**src/rtl/zol_pkg.sv**
```systemverilog
package zol_pkg;

    localparam int unsigned ADDR_W = 32;
    localparam int unsigned CNT_W  = 32;
    localparam int unsigned KIND_W = 2;

    typedef logic [ADDR_W-1:0] addr_t;
    typedef logic [CNT_W-1:0]  cnt_t;

    typedef enum logic [KIND_W-1:0] {
        LOP_NONE  = 2'd0,
        LOP_GUARD = 2'd1,
        LOP_ONCE  = 2'd2,
        LOP_CLOSE = 2'd3
    } loop_op_e;

    typedef struct packed {
        logic  valid;
        addr_t top;
        addr_t tail;
    } loop_entry_t;

    typedef struct packed {
        logic  load;
        cnt_t  load_val;
        logic  dec;
        logic  fill;
        addr_t fill_top;
        addr_t fill_tail;
        logic  clear;
        logic  redirect;
        addr_t target;
    } loop_act_t;

    // Count after one more pass is consumed; never wraps below zero.
    function automatic cnt_t floor_dec(cnt_t c);
        return (c == '0) ? '0 : c - cnt_t'(1);
    endfunction

    // True when the pass now ending is not the last one.
    function automatic logic pass_remains(cnt_t c);
        return c > cnt_t'(1);
    endfunction

    function automatic logic is_start(loop_op_e k);
        return (k == LOP_GUARD) || (k == LOP_ONCE);
    endfunction

endpackage

```
**src/rtl/zol_count.sv**
```systemverilog
module zol_count
    import zol_pkg::*;
(
    input  logic clk,
    input  logic rst,
    input  logic load_en,
    input  cnt_t load_val,
    input  logic dec_en,
    output cnt_t count
);

    cnt_t cnt_q;

    always_ff @(posedge clk) begin
        if (rst) begin
            cnt_q <= '0;
        end else if (load_en) begin
            cnt_q <= load_val;
        end else if (dec_en) begin
            cnt_q <= floor_dec(cnt_q);
        end
    end

    assign count = cnt_q;

    // a start operation lands its operand in the count
    a_r2_load_lands: assert property (@(posedge clk) disable iff (rst)
        load_en |=> cnt_q == $past(load_val));

    // a consumed pass removes exactly one from a nonzero count
    a_r7_single_step: assert property (@(posedge clk) disable iff (rst)
        (dec_en && !load_en && cnt_q != '0) |=> cnt_q == $past(cnt_q) - cnt_t'(1));

    // the count never wraps past zero
    a_r6_no_wrap: assert property (@(posedge clk) disable iff (rst)
        (dec_en && !load_en && cnt_q == '0) |=> cnt_q == '0);

    // with no action the count holds
    a_r12_count_holds: assert property (@(posedge clk) disable iff (rst)
        (!dec_en && !load_en) |=> $stable(cnt_q));

endmodule

```
**src/rtl/zol_cache.sv**
```systemverilog
module zol_cache
    import zol_pkg::*;
(
    input  logic  clk,
    input  logic  rst,
    input  logic  fill_en,
    input  addr_t fill_top,
    input  addr_t fill_tail,
    input  logic  clear_en,
    input  logic  fetch_valid,
    input  addr_t fetch_pc,
    output logic  valid,
    output addr_t top,
    output logic  hit
);

    loop_entry_t ent_q;

    always_ff @(posedge clk) begin
        if (rst) begin
            ent_q <= '0;
        end else if (fill_en) begin
            ent_q.valid <= 1'b1;
            ent_q.top   <= fill_top;
            ent_q.tail  <= fill_tail;
        end else if (clear_en) begin
            ent_q.valid <= 1'b0;
        end
    end

    assign valid = ent_q.valid;
    assign top   = ent_q.top;
    assign hit   = ent_q.valid && fetch_valid && (fetch_pc == ent_q.tail);

    // a fill leaves a valid entry holding the given addresses
    a_r5_fill_captures: assert property (@(posedge clk) disable iff (rst)
        fill_en |=> ent_q.valid && ent_q.top == $past(fill_top)
                    && ent_q.tail == $past(fill_tail));

    // a clear with no fill empties the entry
    a_r9_clear_drops: assert property (@(posedge clk) disable iff (rst)
        (clear_en && !fill_en) |=> !ent_q.valid);

    // the stored addresses only move on a fill
    a_r12_addr_stable: assert property (@(posedge clk) disable iff (rst)
        !fill_en |=> $stable(ent_q.top) && $stable(ent_q.tail));

    // a hit needs a valid fetch
    a_r12_hit_needs_fetch: assert property (@(posedge clk) disable iff (rst)
        !fetch_valid |-> !hit);

endmodule

```
**src/rtl/zol_ctrl.sv**
```systemverilog
module zol_ctrl
    import zol_pkg::*;
(
    input  logic      irq_event,
    input  logic      op_valid,
    input  loop_op_e  op_kind,
    input  cnt_t      op_count,
    input  addr_t     op_target,
    input  addr_t     op_pc,
    input  logic      tail_hit,
    input  addr_t     cached_top,
    input  cnt_t      count,
    output loop_act_t act
);

    logic op_live;
    assign op_live = op_valid && (op_kind != LOP_NONE);

    always_comb begin
        act = '0;
        if (irq_event) begin
            // Drop the cached pair; nothing else happens this cycle.
            act.clear = 1'b1;
        end else if (op_live) begin
            unique case (op_kind)
                LOP_GUARD: begin
                    act.load     = 1'b1;
                    act.load_val = op_count;
                    act.clear    = 1'b1;
                    if (op_count == '0) begin
                        act.redirect = 1'b1;
                        act.target   = op_target;
                    end
                end
                LOP_ONCE: begin
                    act.load     = 1'b1;
                    act.load_val = op_count;
                    act.clear    = 1'b1;
                end
                LOP_CLOSE: begin
                    act.dec = 1'b1;
                    if (pass_remains(count)) begin
                        act.redirect  = 1'b1;
                        act.target    = op_target;
                        act.fill      = 1'b1;
                        act.fill_top  = op_target;
                        act.fill_tail = op_pc;
                    end else begin
                        act.clear = 1'b1;
                    end
                end
                default: ;
            endcase
        end else if (tail_hit) begin
            act.dec = 1'b1;
            if (pass_remains(count)) begin
                act.redirect = 1'b1;
                act.target   = cached_top;
            end else begin
                act.clear = 1'b1;
            end
        end
    end

endmodule

```
**src/rtl/zol_unit.sv**
```systemverilog
module zol_unit
    import zol_pkg::*;
(
    input  logic                clk,
    input  logic                rst,
    input  logic                op_valid,
    input  logic [KIND_W-1:0]   op_kind,
    input  logic [CNT_W-1:0]    op_count,
    input  logic [ADDR_W-1:0]   op_target,
    input  logic [ADDR_W-1:0]   op_pc,
    input  logic                fetch_valid,
    input  logic [ADDR_W-1:0]   fetch_pc,
    input  logic                irq_event,
    output logic                fetch_redirect,
    output logic [ADDR_W-1:0]   redirect_target,
    output logic                lr_wb_en,
    output logic [CNT_W-1:0]    lr_wb_data,
    output logic                loop_cached
);

    loop_op_e  kind;
    loop_act_t act;
    cnt_t      count;
    logic      tail_hit;
    addr_t     cached_top;

    assign kind = loop_op_e'(op_kind);

    zol_ctrl u_ctrl (
        .irq_event  (irq_event),
        .op_valid   (op_valid),
        .op_kind    (kind),
        .op_count   (op_count),
        .op_target  (op_target),
        .op_pc      (op_pc),
        .tail_hit   (tail_hit),
        .cached_top (cached_top),
        .count      (count),
        .act        (act)
    );

    zol_count u_count (
        .clk      (clk),
        .rst      (rst),
        .load_en  (act.load),
        .load_val (act.load_val),
        .dec_en   (act.dec),
        .count    (count)
    );

    zol_cache u_cache (
        .clk         (clk),
        .rst         (rst),
        .fill_en     (act.fill),
        .fill_top    (act.fill_top),
        .fill_tail   (act.fill_tail),
        .clear_en    (act.clear),
        .fetch_valid (fetch_valid),
        .fetch_pc    (fetch_pc),
        .valid       (loop_cached),
        .top         (cached_top),
        .hit         (tail_hit)
    );

    assign fetch_redirect  = act.redirect;
    assign redirect_target = act.target;
    assign lr_wb_en        = act.load | act.dec;
    assign lr_wb_data      = act.load ? act.load_val : floor_dec(count);

    // an interrupt cycle is silent at the ports
    a_r9_irq_silent: assert property (@(posedge clk) disable iff (rst)
        irq_event |-> !fetch_redirect && !lr_wb_en);

    // an interrupt leaves no cached pair behind
    a_r9_irq_flushes: assert property (@(posedge clk) disable iff (rst)
        irq_event |=> !loop_cached);

    // a guarded start with zero trips jumps to the exit
    a_r3_zero_skips: assert property (@(posedge clk) disable iff (rst)
        (!irq_event && op_valid && kind == LOP_GUARD && op_count == '0)
        |-> fetch_redirect && redirect_target == op_target);

    // an unguarded start never branches
    a_r4_once_no_branch: assert property (@(posedge clk) disable iff (rst)
        (op_valid && kind == LOP_ONCE) |-> !fetch_redirect);

    // a start leaves the cache empty
    a_r10_start_flushes: assert property (@(posedge clk) disable iff (rst)
        (!irq_event && op_valid && is_start(kind)) |=> !loop_cached);

    // a last-pass tail hit falls through
    a_r8_last_falls: assert property (@(posedge clk) disable iff (rst)
        (!irq_event && !(op_valid && kind != LOP_NONE) && tail_hit && count <= cnt_t'(1))
        |-> !fetch_redirect);

    // a live operation shadows the cached redirect target
    a_r11_op_first: assert property (@(posedge clk) disable iff (rst)
        (!irq_event && op_valid && kind == LOP_CLOSE && fetch_redirect)
        |-> redirect_target == op_target);

endmodule

```
**config.mk**
```make
export PLATFORM = sky130hd
export DESIGN_NAME = zol_unit
export DESIGN_NICKNAME = d
export VERILOG_FILES = /design/src/rtl/zol_pkg.sv /design/src/rtl/zol_count.sv /design/src/rtl/zol_cache.sv /design/src/rtl/zol_ctrl.sv /design/src/rtl/zol_unit.sv
export SDC_FILE = /design/constraint.sdc
export NUM_CORES = 1
export LEC_CHECK = 0
export BUFFER_PORTS_ARGS = -buffer_cell sky130_fd_sc_hd__buf_2
export CELL_PAD_IN_SITES_DETAIL_PLACEMENT = 1
export CELL_PAD_IN_SITES_GLOBAL_PLACEMENT = 1
export CORE_MARGIN = 2
export CORE_UTILIZATION = 25
export DETAILED_ROUTE_END_ITERATION = 7
export PLACE_DENSITY = 0.56
export SLEW_MARGIN = 20
export SYNTH_ARGS = -nofsm -noshare
export SYNTH_HDL_FRONTEND = slang
export SYNTH_SLANG_ARGS = --single-unit
```
**constraint.sdc**
```tcl
create_clock -name clk -period 3.35 [get_ports clk]
set_input_delay 0.1675 -clock clk [delete_from_list [all_inputs] [get_ports clk]]
set_output_delay 0.1675 -clock clk [all_outputs]
set_load 0.005 [all_outputs]
```
==> results_dict.tcl <==
set metrics [dict create \
    clockRootBuffer "clkbuf_16" \
    outcome "finished clean" \
    period_needed_ns 3.21 \
    initial_core_util_pct 25.2 \
    final_cells 1240 \
    max_freq_ghz 0.311 \
    dpl_cell_area_mm2 0.00693 \
    wl_per_cell_um 15.8 \
    fillerInstances 2925 \
    clock_latency_ns 0.35 \
    antenna_left 0 \
    drt_iter0_markers 248 \
    vdd_drop_max_mv 0.352 \
    yosysTopAreaCell "dfxtp_1" \
    cp_cell_sequence "or4_4, or4b_4, buf_4, or3_1, nor4_4, xnor2_1, o21ai_0, buf_2" \
    nets 1054 \
    rows 56 \
    wl_um 19500 \
    grt_use_total_pct 15.7 \
    synth_edf_count 0 \
    use_met3_pct 4.41 \
    finalClockSkew_ns 0.00909 \
    numCtsBuffers 9 \
    syn_area_mm2 0.00586 \
    arrival_ns 3.04 \
    core-area_mm2 0.0233 \
    die_w_um 157 \
    drive_gt1_share_pct 28.0 \
    synth_warnings 0 \
    max_cap_viol_count 0 \
    syn2layout_area_growth_pct 24.6 \
    tightestPinTransition_ns 0.986 \
    grtUsageMet2_pct 26.0 \
    worst_path_max_delay_cell "or4_4" \
    crit_required_ns 3.18 \
    clk_pin_slew_ns 0.07 \
    grt_max_degree 91 \
    pin_count 202 \
    viasPerCell 4.65 \
    vias 5771 \
    grt_pass1_vias 5774 \
    clock_path_buffers 2 \
    leakagePower_nw 3.09 \
    place_hpwl_um 14400 \
    synth_flop_cell "dfxtp_1" \
    post-route-cell-area_mm2 0.00730 \
    syn_nets 904 \
    finalSetupViolations 0 \
    path_class "flop to primary output" \
    postSynthCellCount 762 \
    hold_viol 0 \
    overflow 0 \
    rsz0062_at_grt "no" \
    synth.top_cell.area_share_pct 33.1 \
    crit_family "simple AND/OR/NAND/NOR gates" \
    die-area_mm2 0.0247 \
    synth_commonest_cells "169 x nand2_1, 97 x dfxtp_1, 89 x a21oi_1" \
    start_kind "flop" \
    critPathMaxFanout 8 \
    clock_sinks 97 \
    grt_pass1_wl_um 30400 \
    drt_pass1_iterations 4 \
    synth_most_common_cell "nand2_1" \
    drc 0 \
    placed_cells 1218 \
    port_buffers 201 \
    antenna_found_initial 4 \
    ys_seq_elements 97 \
    power_density_mw_per_mm2 744 \
    cts_max_level 3 \
    period_share_pct 95.9 \
    gp_congestion 0.721 \
    cts_tree "done" \
    drv_slew 0 \
    async_reset_ff_share_pct 0 \
    cp_slowest_stage_delay_ns 0.57 \
    crit_buf_inv 2 \
    ys_types 51 \
    seq_area_frac_synth_pct 33.1 \
    die_h_um 157 \
    relSlewSlack_pct 34.3 \
    avgSynthCellArea_um2 7.69 \
    setup_tns_ns 0 \
    hp-class "input port to flop" \
    worstSetupEndpointType "primary output" \
    synth.area.top_cells "dfxtp_1 33%, nand2_1 11%, a21oi_1 7.6%" \
    grtUsageMet1_pct 20.2 \
    top_usage_layer "met2" \
]
==> worst paths after layout <==
path / depth (start not counted) / end / slack (ns) / start
worst min-delay path: 3 / u_cache.ent_q[2] / 0.05 / op_pc[2]
worst max register to register: 9 / u_count.count[0] / 0.48 / u_count.count[11]
worst max-delay path: 8 / lr_wb_data[24] / 0.14 / u_count.count[11]
worst min register to register: 2 / u_cache.top[12] / 0.46 / u_cache.top[12]
==> stage by stage <==
step,hold WS (ns),power (mW),utilization [%],setup slack [ns]
2_1_floorplan,0.303,3.21,-,0.426
3_3_place_gp,0.415,4.31,29.8,0.279
3_5_place_dp,0.415,4.31,29.8,0.229
4_1_cts,0.0328,5.51,31.2,0.0111
5_1_grt,0.0358,5.91,31.3,0.00190
6_report,0.0514,5.43,31.4,0.138
==> cell usage in the layout, fill, tap and decap left out, types with 6 or more instances in the layout <==
cell type  netlist  final
a22o_1          33     33
dfxtp_1         97     96
inv_1            8      8
o31a_1           9      9
o21ai_0         27     26
o21ai_1         15     15
or3_1            9      9
nand2b_1        18     18
nor2_1          32     32
ha_1             7      7
buf_4           35     18
nand2_1        169    169
nor4_1          15     15
clkbuf_16        0      9
mux2i_1          8      8
buf_2           14    200
o32ai_1         12     12
nand4_1          6      6
xnor2_1         20     20
a21oi_1         89     89
xor2_1          41     41
nor3_1          12     12
==> registers in the layout, indices dropped and copies added, names as in the netlist <==
| signal | count |
|---|---|
| u_cache.ent_q | 32 |
| u_count.count | 32 |
| u_cache.valid | 1 |
| u_cache.top | 32 |
==> power breakdown <==
| part | internal (mW) | switching, mW | total, mW |
|---|---|---|---|
| combinational | 1.30 | 1.70 | 3.00 |
| clock | 0.593 | 0.500 | 1.09 |
| sequential | 1.24 | 0.0969 | 1.33 |
| total | 3.13 | 2.30 | 5.43 |
==> what timing repair did <==
item	CTS	global route
pin swaps	2	3
hold buffers	0	0
buffers inserted	2	0
gates cloned	0	0
setup endpoints to repair	35	51
resized for setup	5	6
==> metal layers <==
layer | share of wire, % | vias up | wire length, µm
met4 | 1.3 | 2 | 259
met5 | 0.067 | - | 13
met1 | 46 | 2707 | 9030
li1 | - | 2921 | -
met2 | 47 | 126 | 9160
met3 | 5.5 | 15 | 1080
==> cells by family after synthesis <==
family	share of synthesized area, %
XOR/XNOR	9.12
AO/OA/AOI/OAI	22.1
AND/OR/NAND/NOR	23.1
buffers and inverters	9.65
flip-flops	33.1
multiplexers	1.37
adder cells (fa/ha/maj)	1.50
==> area by class of cell <==
cell class                      count  area, µm²  share of cell area, %
Antenna cell                        4       10.0                  0.137
Clock buffer                       10        229                   3.14
Clock inverter                      6       75.1                   1.03
Inverter                            8       30.0                  0.412
Multi-Input combinational cell    572       3380                   46.3
Sequential cell                    97       1940                   26.6
Tap cell                          319        399                   5.47
Timing Repair Buffer              224       1230                   16.8
==> tightest hold or removal path: cells and delay by family <==
kind,cells,cell delay (ns)
AOI/OAI and AO/OA,1,0.05
and+or+nand+nor,1,0.05
buffers and inverters,1,0.10
Note: power is estimated with default switching activity, not from simulation.
